==> config.mk <==
export PLATFORM = sky130hd
export DESIGN_NAME = irq_ack_ctrl
export DESIGN_NICKNAME = d
export VERILOG_FILES = /design/src/rtl/irq_ack_pkg.sv /design/src/rtl/irq_src_sync.sv /design/src/rtl/irq_line_fsm.sv /design/src/rtl/irq_prio_arb.sv /design/src/rtl/irq_ack_ctrl.sv
export SDC_FILE = /design/constraint.sdc
export NUM_CORES = 2
export LEC_CHECK = 0
export BUFFER_PORTS_ARGS = -buffer_cell sky130_fd_sc_hd__buf_4
export CAP_MARGIN = 20
export CORE_ASPECT_RATIO = 1.4
export CORE_MARGIN = 1.5
export CORE_UTILIZATION = 48
export DETAILED_ROUTE_END_ITERATION = 8
export GPL_TIMING_DRIVEN = 0
export SYNTH_ARGS = -nofsm -noshare
export SYNTH_HDL_FRONTEND = slang
export SYNTH_HIERARCHICAL = 1
export SYNTH_SLANG_ARGS = --single-unit
==> constraint.sdc <==
create_clock -name clk -period 71.9 [get_ports clk]
set_clock_uncertainty 0.1 [all_clocks]
set_input_delay 14.38 -clock clk [delete_from_list [all_inputs] [get_ports clk]]
set_output_delay 14.38 -clock clk [all_outputs]
set_load 0.01 [all_outputs]
==> src/rtl/irq_ack_pkg.sv <==
package irq_ack_pkg;

  typedef enum logic [1:0] {
    ST_IDLE    = 2'b00,
    ST_PEND    = 2'b01,
    ST_ACT     = 2'b10,
    ST_ACTPEND = 2'b11
  } line_state_e;

  localparam int              ID_W        = 10;
  localparam logic [ID_W-1:0] SPURIOUS_ID = 10'd1023;
  localparam int              REG_AW      = 6;
  localparam int              REG_DW      = 32;

  localparam logic [REG_AW-1:0] A_ENABLE    = 6'h00;
  localparam logic [REG_AW-1:0] A_TRIG      = 6'h01;
  localparam logic [REG_AW-1:0] A_GROUP     = 6'h02;
  localparam logic [REG_AW-1:0] A_MASK      = 6'h03;
  localparam logic [REG_AW-1:0] A_ACK0      = 6'h04;
  localparam logic [REG_AW-1:0] A_ACK1      = 6'h05;
  localparam logic [REG_AW-1:0] A_EOI       = 6'h06;
  localparam logic [REG_AW-1:0] A_BEST      = 6'h07;
  localparam logic [REG_AW-1:0] A_PENDMAP   = 6'h08;
  localparam logic [REG_AW-1:0] A_ACTMAP    = 6'h09;
  localparam logic [REG_AW-1:0] A_PRIO_BASE = 6'h20;

endpackage

==> src/rtl/irq_src_sync.sv <==
module irq_src_sync #(
  parameter int NUM_LINES = 32,
  parameter int STAGES    = 2
) (
  input  logic                 clk,
  input  logic                 rst,
  input  logic [NUM_LINES-1:0] src_i,
  output logic [NUM_LINES-1:0] lvl_o,
  output logic [NUM_LINES-1:0] rise_o
);

  logic [NUM_LINES-1:0] chain_q [STAGES];
  logic [NUM_LINES-1:0] prev_q;

  always_ff @(posedge clk) begin
    if (rst) begin
      for (int k = 0; k < STAGES; k++) chain_q[k] <= '0;
      prev_q <= '0;
    end else begin
      chain_q[0] <= src_i;
      for (int k = 1; k < STAGES; k++) chain_q[k] <= chain_q[k-1];
      prev_q <= chain_q[STAGES-1];
    end
  end

  assign lvl_o  = chain_q[STAGES-1];
  assign rise_o = chain_q[STAGES-1] & ~prev_q;

endmodule

==> src/rtl/irq_line_fsm.sv <==
module irq_line_fsm
  import irq_ack_pkg::*;
(
  input  logic        clk,
  input  logic        rst,
  input  logic        edge_mode_i,
  input  logic        src_lvl_i,
  input  logic        src_rise_i,
  input  logic        ack_take_i,
  input  logic        eoi_take_i,
  output line_state_e state_o
);

  line_state_e state_q, state_d;
  logic        set_ev;
  logic        keep_pend;

  assign set_ev    = edge_mode_i ? src_rise_i : src_lvl_i;
  assign keep_pend = edge_mode_i | src_lvl_i;

  always_comb begin
    state_d = state_q;
    case (state_q)
      ST_IDLE: begin
        if (set_ev) state_d = ST_PEND;
      end
      ST_PEND: begin
        if (ack_take_i)      state_d = (edge_mode_i && src_rise_i) ? ST_ACTPEND : ST_ACT;
        else if (!keep_pend) state_d = ST_IDLE;
      end
      ST_ACT: begin
        if (eoi_take_i)  state_d = set_ev ? ST_PEND : ST_IDLE;
        else if (set_ev) state_d = ST_ACTPEND;
      end
      ST_ACTPEND: begin
        if (eoi_take_i)      state_d = keep_pend ? ST_PEND : ST_IDLE;
        else if (!keep_pend) state_d = ST_ACT;
      end
      default: state_d = ST_IDLE;
    endcase
  end

  always_ff @(posedge clk) begin
    if (rst) state_q <= ST_IDLE;
    else     state_q <= state_d;
  end

  assign state_o = state_q;


  lvl_drop_chk: assert property (@(posedge clk) disable iff (rst)
    (!edge_mode_i && !src_lvl_i && state_q == ST_PEND && !ack_take_i) |=> state_q == ST_IDLE);


  eoi_idle_chk: assert property (@(posedge clk) disable iff (rst)
    (eoi_take_i && state_q == ST_IDLE) |=> (state_q != ST_ACT && state_q != ST_ACTPEND));


  eoi_repend_chk: assert property (@(posedge clk) disable iff (rst)
    (eoi_take_i && state_q == ST_ACTPEND && keep_pend) |=> state_q == ST_PEND);

endmodule

==> src/rtl/irq_prio_arb.sv <==
module irq_prio_arb #(
  parameter int NUM_LINES = 32,
  parameter int PRIO_W    = 8,
  localparam int LINE_W   = $clog2(NUM_LINES)
) (
  input  logic [NUM_LINES-1:0]             qual_i,
  input  logic [NUM_LINES-1:0][PRIO_W-1:0] prio_i,
  output logic                             vld_o,
  output logic [LINE_W-1:0]                id_o,
  output logic [PRIO_W-1:0]                prio_o
);

  always_comb begin
    vld_o  = 1'b0;
    id_o   = '0;
    prio_o = '1;
    for (int i = 0; i < NUM_LINES; i++) begin
      if (qual_i[i] && (!vld_o || prio_i[i] < prio_o)) begin
        vld_o  = 1'b1;
        id_o   = LINE_W'(i);
        prio_o = prio_i[i];
      end
    end
  end

endmodule

==> src/rtl/irq_ack_ctrl.sv <==
module irq_ack_ctrl
  import irq_ack_pkg::*;
#(
  parameter int NUM_LINES   = 32,
  parameter int PRIO_W      = 8,
  parameter int SYNC_STAGES = 2
) (
  input  logic                 clk,
  input  logic                 rst,
  input  logic [NUM_LINES-1:0] irq_src,
  input  logic                 wr_en,
  input  logic [REG_AW-1:0]    wr_addr,
  input  logic [REG_DW-1:0]    wr_data,
  input  logic                 rd_en,
  input  logic [REG_AW-1:0]    rd_addr,
  output logic [REG_DW-1:0]    rd_data,
  output logic                 rd_valid,
  output logic                 irq_o,
  output logic                 fiq_o
);

  localparam int LINE_W = $clog2(NUM_LINES);

  logic [NUM_LINES-1:0]             en_q, trig_q, grp_q;
  logic [PRIO_W-1:0]                mask_q;
  logic [NUM_LINES-1:0][PRIO_W-1:0] prio_q;

  logic [NUM_LINES-1:0] src_lvl, src_rise;
  logic [NUM_LINES-1:0] ack_hit, eoi_hit;
  logic [NUM_LINES-1:0] pend_vec, act_vec, qual_vec;
  line_state_e          line_st [NUM_LINES];

  logic              best_vld, best_grp;
  logic [LINE_W-1:0] best_id;
  logic [PRIO_W-1:0] best_prio;

  logic              ack_rd0, ack_rd1, ack_rd, ack_take;
  logic              eoi_wr;
  logic [ID_W-1:0]   eoi_id;
  logic [REG_AW-1:0] wr_pidx, rd_pidx;
  logic              prio_wr;
  logic [REG_DW-1:0] rd_next;

  irq_src_sync #(.NUM_LINES(NUM_LINES), .STAGES(SYNC_STAGES)) u_sync (
    .clk   (clk),
    .rst   (rst),
    .src_i (irq_src),
    .lvl_o (src_lvl),
    .rise_o(src_rise)
  );

  // configuration registers
  assign wr_pidx = wr_addr - A_PRIO_BASE;
  assign prio_wr = wr_en && (wr_addr >= A_PRIO_BASE);

  always_ff @(posedge clk) begin
    if (rst) begin
      en_q   <= '0;
      trig_q <= '0;
      grp_q  <= '0;
      mask_q <= '0;
      prio_q <= '0;
    end else begin
      if (wr_en && wr_addr == A_ENABLE) en_q   <= wr_data[NUM_LINES-1:0];
      if (wr_en && wr_addr == A_TRIG)   trig_q <= wr_data[NUM_LINES-1:0];
      if (wr_en && wr_addr == A_GROUP)  grp_q  <= wr_data[NUM_LINES-1:0];
      if (wr_en && wr_addr == A_MASK)   mask_q <= wr_data[PRIO_W-1:0];
      for (int i = 0; i < NUM_LINES; i++) begin
        if (prio_wr && wr_pidx == REG_AW'(i)) prio_q[i] <= wr_data[PRIO_W-1:0];
      end
    end
  end

  // acknowledge / end-of-interrupt decode
  assign ack_rd0  = rd_en && (rd_addr == A_ACK0);
  assign ack_rd1  = rd_en && (rd_addr == A_ACK1);
  assign ack_rd   = ack_rd0 || ack_rd1;
  assign best_grp = grp_q[best_id];
  assign ack_take = best_vld && ((ack_rd0 && !best_grp) || (ack_rd1 && best_grp));
  assign eoi_wr   = wr_en && (wr_addr == A_EOI);
  assign eoi_id   = wr_data[ID_W-1:0];

  // per-line lifecycle
  for (genvar g = 0; g < NUM_LINES; g++) begin : g_line
    assign ack_hit[g] = ack_take && (best_id == LINE_W'(g));
    assign eoi_hit[g] = eoi_wr && (eoi_id == ID_W'(g));

    irq_line_fsm u_fsm (
      .clk        (clk),
      .rst        (rst),
      .edge_mode_i(trig_q[g]),
      .src_lvl_i  (src_lvl[g]),
      .src_rise_i (src_rise[g]),
      .ack_take_i (ack_hit[g]),
      .eoi_take_i (eoi_hit[g]),
      .state_o    (line_st[g])
    );

    assign pend_vec[g] = (line_st[g] == ST_PEND) || (line_st[g] == ST_ACTPEND);
    assign act_vec[g]  = (line_st[g] == ST_ACT)  || (line_st[g] == ST_ACTPEND);
    assign qual_vec[g] = (line_st[g] == ST_PEND) && en_q[g] && (prio_q[g] < mask_q);
  end

  irq_prio_arb #(.NUM_LINES(NUM_LINES), .PRIO_W(PRIO_W)) u_arb (
    .qual_i(qual_vec),
    .prio_i(prio_q),
    .vld_o (best_vld),
    .id_o  (best_id),
    .prio_o(best_prio)
  );

  // read path
  assign rd_pidx = rd_addr - A_PRIO_BASE;

  always_comb begin
    rd_next = '0;
    case (rd_addr)
      A_ENABLE:  rd_next = REG_DW'(en_q);
      A_TRIG:    rd_next = REG_DW'(trig_q);
      A_GROUP:   rd_next = REG_DW'(grp_q);
      A_MASK:    rd_next = REG_DW'(mask_q);
      A_ACK0:    rd_next = (best_vld && !best_grp) ? REG_DW'(best_id) : REG_DW'(SPURIOUS_ID);
      A_ACK1:    rd_next = (best_vld &&  best_grp) ? REG_DW'(best_id) : REG_DW'(SPURIOUS_ID);
      A_BEST:    rd_next = best_vld ? REG_DW'(best_id) : REG_DW'(SPURIOUS_ID);
      A_PENDMAP: rd_next = REG_DW'(pend_vec);
      A_ACTMAP:  rd_next = REG_DW'(act_vec);
      default: begin
        for (int i = 0; i < NUM_LINES; i++) begin
          if (rd_addr >= A_PRIO_BASE && rd_pidx == REG_AW'(i)) rd_next = REG_DW'(prio_q[i]);
        end
      end
    endcase
  end

  always_ff @(posedge clk) begin
    if (rst) begin
      rd_data  <= '0;
      rd_valid <= 1'b0;
      irq_o    <= 1'b0;
      fiq_o    <= 1'b0;
    end else begin
      rd_valid <= rd_en;
      if (rd_en) rd_data <= rd_next;
      irq_o <= best_vld &&  best_grp;
      fiq_o <= best_vld && !best_grp;
    end
  end


  ack_moves_chk: assert property (@(posedge clk) disable iff (rst)
    ack_take |=> (rd_data != REG_DW'(SPURIOUS_ID)) && act_vec[rd_data[LINE_W-1:0]]);


  ack_spur_chk: assert property (@(posedge clk) disable iff (rst)
    (ack_rd && !best_vld) |=> rd_data == REG_DW'(SPURIOUS_ID));


  req_excl_chk: assert property (@(posedge clk) disable iff (rst)
    !(irq_o && fiq_o));


  req_cause_chk: assert property (@(posedge clk) disable iff (rst)
    (irq_o || fiq_o) |-> $past(|qual_vec));


  best_mask_chk: assert property (@(posedge clk) disable iff (rst)
    best_vld |-> (best_prio < mask_q) && en_q[best_id]);

endmodule

# ---- Yosys cells after proc, flatten, opt, wreduce, memory -nomap -nowiden
# Memories as Yosys holds them, arrays and structs flattened.
# Cells that the tools add are included.
dict set report word_totals {
  reg_bits 491
  ramBits 64
  out_inout_bits 35
  memories 1
}
dict set report op_classes {
  add_sub_neg 2
  magnitude_cmp 66
  n_eq_ne 360
  muxes 521
  bitwise_logic 36
  n_reduce_logical 466
}
# name depth width rd rd_ports_with_merged_regs write_ports line_no
set mem_list {}
lappend mem_list {u_sync.chain_q 2 32 2 0 2 irq_src_sync.sv:12} ;# logic [NUM_LINES-1:0] chain_q [STAGES];
# cell n
set op_table {}
lappend op_table {{two-way mux 32 bit} 33}
lappend op_table {{< comparator 8 bit} 63}
lappend op_table {{two-way mux 2 bit} 226}
lappend op_table {{case mux 32 bit (9 select lines)} 1}
lappend op_table {{logical AND 1 bit} 268}
lappend op_table {{two-way mux 8 bit} 32}
lappend op_table {{case mux 2 bit (4 select lines)} 32}
lappend op_table {{equality test 6 x 5 -> 1 bit (second input constant)} 32}
lappend op_table {{inequality test 3 x 2 -> 1 bit (second input constant)} 64}
lappend op_table {{two-way mux 1 bit} 165}
lappend op_table {{equality test 10 x 5 -> 1 bit (second input constant)} 16}
lappend op_table {{equality test 2 bit (second input constant)} 64}
lappend op_table {{AND reduction 4 bit} 32}
lappend op_table {{equality test 6 x 4 -> 1 bit (second input constant)} 18}
lappend op_table {{logical OR 1 bit} 96}
lappend op_table {{inequality test 3 x 1 -> 1 bit (second input constant)} 32}
lappend op_table {{equality test 10 x 4 -> 1 bit (second input constant)} 8}
lappend op_table {{equality test 5 bit (second input constant)} 16}
lappend op_table {{two-way mux 5 bit} 16}
lappend op_table {{equality test 6 x 3 -> 1 bit (second input constant)} 12}
lappend op_table {{equality test 2 x 1 -> 1 bit (second input constant)} 32}
lappend op_table {{logical NOT 2 bit} 32}
lappend op_table {{inequality test 2 x 1 -> 1 bit (second input constant)} 32}
lappend op_table {{equality test 6 x 2 -> 1 bit (second input constant)} 8}
lappend op_table {{other kinds (22)} 121}

# ---- Logic depth before layout (Yosys ltp)
dict set report depth {
  depth_word 137
  mapped_depth 392
  ltp_nobuf 351
}

# ---- Cells and area by module
# Netlist, hierarchy kept.
# mod n_inst cells_per_inst area_each_um2 seq_area_each_um2
set modules_own_cells {}
lappend modules_own_cells {irq_ack_ctrl 1 2944 24335.8 7907.6}
lappend modules_own_cells {irq_prio_arb 1 1834 12320.6 0.0}
lappend modules_own_cells {irq_src_sync 1 266 3040.4 1921.8}
lappend modules_own_cells {irq_line_fsm 32 8 81.3 40.0}

# ---- Least setup slack after synthesis
# Ideal clock, no wire load.
dict set report synth_timing {
  kind {reg2reg}
  start {register mask_q[1]}
  end {register g_line[16].u_fsm.state_q[0]}
  setup_time_ns 0.117
  arrival_ns 65.690
  path_slack_ns 5.993
  path_stages_with_launch 368
  n_path_buf 40
  period_less_slack_ns 65.907
  path_cell_list {dfxtp_1 -> inv_1 -> ha_1 -> a21o_1 -> a21o_1 -> a21o_1 -> a21o_1 -> a21o_1 -> a31oi_1 -> buf_2 -> nor2b_1 -> ha_1 -> a21o_1 -> a2111oi_4 -> o2bb2ai_1 -> a21oi_1 -> clkbuf_1 -> a21oi_1 -> [332 not listed] -> a21oi_1 -> nand2_1 -> a311oi_1 -> o31ai_2 -> buf_6 -> nand2_1 -> buf_6 -> mux4_2 -> a22o_1 -> a31oi_2 -> nand3_2 -> xnor2_4 -> nand3b_4 -> buf_6 -> nor4_1 -> nand3b_1 -> a22oi_1 -> nor2_1}
}
dict set report synth_between {
  elab_chain_len 136
  word_cells_on_any_way 295
}
# element line_no
set synth_rtl {}
lappend synth_rtl {{from (decl)} irq_ack_ctrl.sv:25} ;# logic [PRIO_W-1:0] mask_q;
lappend synth_rtl {{from (signal assigned)} irq_ack_ctrl.sv:67} ;# if (wr_en && wr_addr == A_MASK) mask_q <= wr_data[PRIO_W-1:0];
lappend synth_rtl {{< comparator 8 bit *} irq_ack_ctrl.sv:101} ;# assign qual_vec[g] = (line_st[g] == ST_PEND) && en_q[g] && (prio_q[g] < mask_q);
lappend synth_rtl {{logical AND 1 bit *} irq_ack_ctrl.sv:101}
lappend synth_rtl {{via qual_vec[0]} irq_ack_ctrl.sv:30} ;# logic [NUM_LINES-1:0] pend_vec, act_vec, qual_vec;
lappend synth_rtl {{two-way mux 8 bit / two-way mux 1 bit (equally long branches)} irq_prio_arb.sv:18} ;# if (qual_i[i] && (!vld_o || prio_i[i] < prio_o)) begin
lappend synth_rtl {{< comparator 8 bit / logical NOT 1 bit (equally long branches)} irq_prio_arb.sv:18}
lappend synth_rtl {{logical OR 1 bit} irq_prio_arb.sv:18}
lappend synth_rtl {{logical AND 1 bit} irq_prio_arb.sv:18}
lappend synth_rtl {{two-way mux 8 bit / two-way mux 1 bit (equally long branches)} irq_prio_arb.sv:18}
lappend synth_rtl {{[120 not listed]} n/a}
lappend synth_rtl {{via best_id[0]} irq_ack_ctrl.sv:34} ;# logic [LINE_W-1:0] best_id;
lappend synth_rtl {{[2 not listed]} n/a}
lappend synth_rtl {{logical NOT 1 bit} irq_ack_ctrl.sv:79} ;# assign ack_take = best_vld && ((ack_rd0 && !best_grp) || (ack_rd1 && best_grp));
lappend synth_rtl {{logical AND 1 bit} irq_ack_ctrl.sv:79}
lappend synth_rtl {{logical OR 1 bit} irq_ack_ctrl.sv:79}
lappend synth_rtl {{logical AND 1 bit} irq_ack_ctrl.sv:79}
lappend synth_rtl {{logical AND 1 bit *} irq_ack_ctrl.sv:85} ;# assign ack_hit[g] = ack_take && (best_id == LINE_W'(g));
lappend synth_rtl {{via ack_hit[16]} irq_ack_ctrl.sv:29} ;# logic [NUM_LINES-1:0] ack_hit, eoi_hit;
lappend synth_rtl {{inequality test 3 x 2 -> 1 bit (no line) / two-way mux 2 bit (equally long branches)} n/a}
lappend synth_rtl {{AND reduction 4 bit (no line) / case mux 2 bit (4 select lines) (equally long branches)} n/a}
lappend synth_rtl {{to (signal assigned)} irq_line_fsm.sv:45} ;# else state_q <= state_d;
lappend synth_rtl {{to (decl)} irq_line_fsm.sv:14} ;# line_state_e state_q, state_d;
# The timed path passes the listed nets; every way through them passes the cells marked *. The select of a mux whose other input is x is not followed.
# A chain may end at the register's enable or synchronous reset.

# ---- Final worst setup path
dict set report layout_timing {
  start {register mask_q[0]}
  end {register g_line[29].u_fsm.state_q[0]}
}
dict set report layout_between {
  elab_chain_len 136
  word_cells_on_any_way 295
}
# element line_no
set layout_rtl {}
lappend layout_rtl {{< comparator 8 bit *} irq_ack_ctrl.sv:101}
lappend layout_rtl {{logical AND 1 bit *} irq_ack_ctrl.sv:101}
lappend layout_rtl {{via qual_vec[0]} irq_ack_ctrl.sv:30}
lappend layout_rtl {{two-way mux 8 bit / two-way mux 1 bit (equally long branches)} irq_prio_arb.sv:18}
lappend layout_rtl {{< comparator 8 bit / logical NOT 1 bit (equally long branches)} irq_prio_arb.sv:18}
lappend layout_rtl {{logical OR 1 bit} irq_prio_arb.sv:18}
lappend layout_rtl {{logical AND 1 bit} irq_prio_arb.sv:18}
lappend layout_rtl {{two-way mux 8 bit / two-way mux 1 bit (equally long branches)} irq_prio_arb.sv:18}
lappend layout_rtl {{[120 not listed]} n/a}
lappend layout_rtl {{via best_id[0]} irq_ack_ctrl.sv:34}
lappend layout_rtl {{[2 not listed]} n/a}
lappend layout_rtl {{logical NOT 1 bit} irq_ack_ctrl.sv:79}
lappend layout_rtl {{logical AND 1 bit} irq_ack_ctrl.sv:79}
lappend layout_rtl {{logical OR 1 bit} irq_ack_ctrl.sv:79}
lappend layout_rtl {{logical AND 1 bit} irq_ack_ctrl.sv:79}
lappend layout_rtl {{logical AND 1 bit *} irq_ack_ctrl.sv:85}
lappend layout_rtl {{via ack_hit[29]} irq_ack_ctrl.sv:29}
lappend layout_rtl {{inequality test 3 x 2 -> 1 bit (no line) / two-way mux 2 bit (equally long branches)} n/a}
lappend layout_rtl {{AND reduction 4 bit (no line) / case mux 2 bit (4 select lines) (equally long branches)} n/a}
lappend layout_rtl {{to (signal assigned)} irq_line_fsm.sv:45}
lappend layout_rtl {{to (decl)} irq_line_fsm.sv:14}
# Marked as above.

==> metrics.sh <==
STATUS='complete, no violations'
MULTI_INPUT_AREA_SQ_UM=29480
GRT_PASS1_VIAS=40920
CTS_ROOT_BUF='sky130_fd_sc_hd__clkbuf_16'
TIMING.CRITICAL_PATH.REQUIRED_NS=72.33
SYN-CELL-AREA_SQ_UM=42190
CRITICALPATHCATEGORY='flop to flop'
CRITPATHLAUNCHTYPE='flop'
DIE_WIDTH_MICRONS=253.6
TRACK_USAGE_PCT=41.65
CTS_TREE='yes'
FINALHOLDVIOLATIONS=0
FP.DIEH_MICRONS=353.8
AVGVIACOUNTPERCELL=6.438
GP_CONGESTION=1.049
CRITPATHMAXFANOUT=10
CRIT_TOP_CELL='sky130_fd_sc_hd__a21o_1'
TOTAL_NUMBER_OF_PLACEMENT_ROWS=128
FINAL_CYCLE_SHARE_PCT=95.03
DETAILEDROUTE.FIRSTPASSITERATIONCOUNT=8
POSTLAYOUTSETUPSLACKWORST_NS=3.571
DR.FIRST_ITER.DRC_COUNT=4683
HP-CLASS='flop to flop'
PATH_DELAY_FAMILY='compound AO/OA/AOI/OAI gates'
CLOCKBUFFERDEPTH=3
FILLER_CELL_COUNT=8582
TIGHTEST_SLEW_NS=1.339
ROUTED_WL_MICRONS=193600
CRIT_BUF_INV=65
ROUTE.DETAILED.DRC=0
P_TOTAL_mW=0.6901
POWER_PER_CELL_AREA_nW_PER_UM2=14.35
GRT_FIRST_PASS_WIRELENGTH_MICRONS=275000
SLOWEST_STAGE_DELAY_ON_CRITICAL_PATH_NS=0.57
CTSHOLDBUFFERS=0
TOTAL_CONGESTION_OVERFLOW=0
FLOORPLAN.INITIALDENSITY_PCT=48.51
ARRIVAL_NS=68.76
AREA_GROWTH_PCT=14.00
WORST_SETUP_HOLD_PATH_CLK_SLEW_NS=0.07
SYN-INSTANCE-COUNT=5284
CTS.SINK_COUNT=555
SLEW_HEADROOM_PCT=10.74
SYNTH_FP_NETS=5748
ROUTED_WIRE_LENGTH_PER_INSTANCE_MICRONS=28.64
ANTENNA_LEFT=0
FINALWORSTPATHREQUIREDPERIOD_NS=68.33
KIND_OF_CAPTURE_POINT_OF_THE_WORST_SETUP_PATH='flop'
DP.CELLS=6574
MAX-VDD-IR-DROP_uV=19.86
GRT_ANTENNA_BEFORE_REPAIR=5
FINAL_LAYOUT_SIZE_SUFFIX_GT1_SHARE_PCT=12.63
POSTLAYOUTCOREUTIL_PCT=55.30
CRIT_PATH_TOP_DELAY_CELL='sky130_fd_sc_hd__a311oi_4'
MAX_CAP_VIOLATION_COUNT=0
SETUP-TNS-FINAL_NS=0
PORT_BUFFERS=106
DETAILROUTE.VIA_COUNT=43510
FINISH.CELL_COUNT_WITHOUT_FILLERS=6758
LEAKAGE_nW=19.89
WORSTSKEWPAIRLATENCY_NS=0.67
REGISTER_AREA_SQ_UM=11120
FINALSETUPVIOLATIONS=0
FINALMAXSLEWVIOLATIONS=0
HPWL_MICRONS=151200
FINALNETCOUNT=6003
DP_SLACK_NS=-6.917
DIE_AREA_SQ_UM=89700
NUMCTSBUFFERS=54
CTS_H_TREE_DEPTH=2
TIMING.REG2REG.SETUP_SLACK_NS=3.57
IOS=115
SYNTHESIS.YOSYS.WARNINGS=6
CORE-AREA_SQ_UM=86960
GRT_MAX_DEGREE=72
POSTSYNTHAREAPERCELL_SQ_UM=7.984
MAX_CLOCK_FREQ_MHz=14.64
## sequential cells by signal, summed over array words and instances, names as in the netlist
signal	count
mask_q	8
rd_valid	1
grp_q	32
g_line.u_fsm/state_o	64
u_sync/chain_q	64
en_q	32
u_sync/prev_q	32
rd_data	32
irq_o	1
trig_q	32
prio_q	256
fiq_o	1
## cell usage in the layout, fill, tap and decap left out, types with 20 or more instances in the layout
cell type and instances:
sky130_fd_sc_hd__nand2_1 563, sky130_fd_sc_hd__dfxtp_1 553, sky130_fd_sc_hd__nor2_1 542, sky130_fd_sc_hd__a21oi_1 442, sky130_fd_sc_hd__ha_1 384, sky130_fd_sc_hd__mux2i_1 306
sky130_fd_sc_hd__buf_4 235, sky130_fd_sc_hd__a21o_1 226, sky130_fd_sc_hd__inv_1 190, sky130_fd_sc_hd__clkbuf_1 186, sky130_fd_sc_hd__nor2b_1 179, sky130_fd_sc_hd__o21ai_0 164
sky130_fd_sc_hd__nand3_1 144, sky130_fd_sc_hd__nand2b_1 106, sky130_fd_sc_hd__nand4_1 72, sky130_fd_sc_hd__a31oi_1 69, sky130_fd_sc_hd__nor3_1 66, sky130_fd_sc_hd__a22oi_1 63
sky130_fd_sc_hd__mux2_2 57, sky130_fd_sc_hd__clkbuf_16 56, sky130_fd_sc_hd__buf_2 54, sky130_fd_sc_hd__nand3b_1 40, sky130_fd_sc_hd__mux2_1 39, sky130_fd_sc_hd__o211ai_1 32
sky130_fd_sc_hd__o21ai_1 30, sky130_fd_sc_hd__a311oi_1 28, sky130_fd_sc_hd__a211oi_1 28, sky130_fd_sc_hd__o22ai_1 28, sky130_fd_sc_hd__nor4_1 26, sky130_fd_sc_hd__and2_1 25
sky130_fd_sc_hd__o31ai_1 23, sky130_fd_sc_hd__o221ai_1 20
## worst paths after layout
| check | to | start | cells past startpoint |
|---|---|---|---|
| max | g_line[29].u_fsm/state_o[0]$_SDFFE_PP0P_ | mask_q[0]$_SDFFE_PP0P_ | 363 |
| min | u_sync/chain_q[0][40]$_SDFF_PP0_ | u_sync/chain_q[0][8]$_SDFF_PP0_ | 1 |
| max reg2reg | g_line[29].u_fsm/state_o[0]$_SDFFE_PP0P_ | mask_q[0]$_SDFFE_PP0P_ | 363 |
| min reg2reg | u_sync/chain_q[0][40]$_SDFF_PP0_ | u_sync/chain_q[0][8]$_SDFF_PP0_ | 1 |
## report_power, final
group | switching (mW) | internal (mW) | total, mW
combinational | 0.0432 | 0.0191 | 0.0623
sequential | 0.00453 | 0.312 | 0.316
clock | 0.134 | 0.177 | 0.312
total | 0.182 | 0.508 | 0.690
## per-layer routing
layer	track usage, %	vias to the layer above	routed length [microns]
li1	-	19670	-
met1	49.40	20780	73620
met2	68.68	2364	89080
met3	7.609	691	16150
met4	26.97	0	14700
met5	0	-	0
## layout make-up
type	count	area share, %
inverters	200	1.587
well taps	1170	3.044
plain buffers	320	3.520
diodes	5	0.02602
multi-input cells	4209	61.31
clock inverters	24	0.7571
clock buffers	76	3.234
repair buffers	199	3.406
flip-flops and latches	555	23.11
## through the flow
stage / area [sq um] / hold slack (ns)
2_1_floorplan: 42190 / 0.3138
3_3_place_gp: 44450 / 0.3156
3_5_place_dp: 44670 / 0.3234
4_1_cts: 47030 / 0.3351
5_1_grt: 48080 / 0.3496
6_report: 48090 / 0.3326
## what timing repair did
action,CTS,global route
setup endpoints to repair,76,76
pin swaps,12,42
gates cloned,0,3
hold endpoints to repair,0,0
setup buffers,15,61
resized for setup,81,182
(Power assumes the default switching activity.)
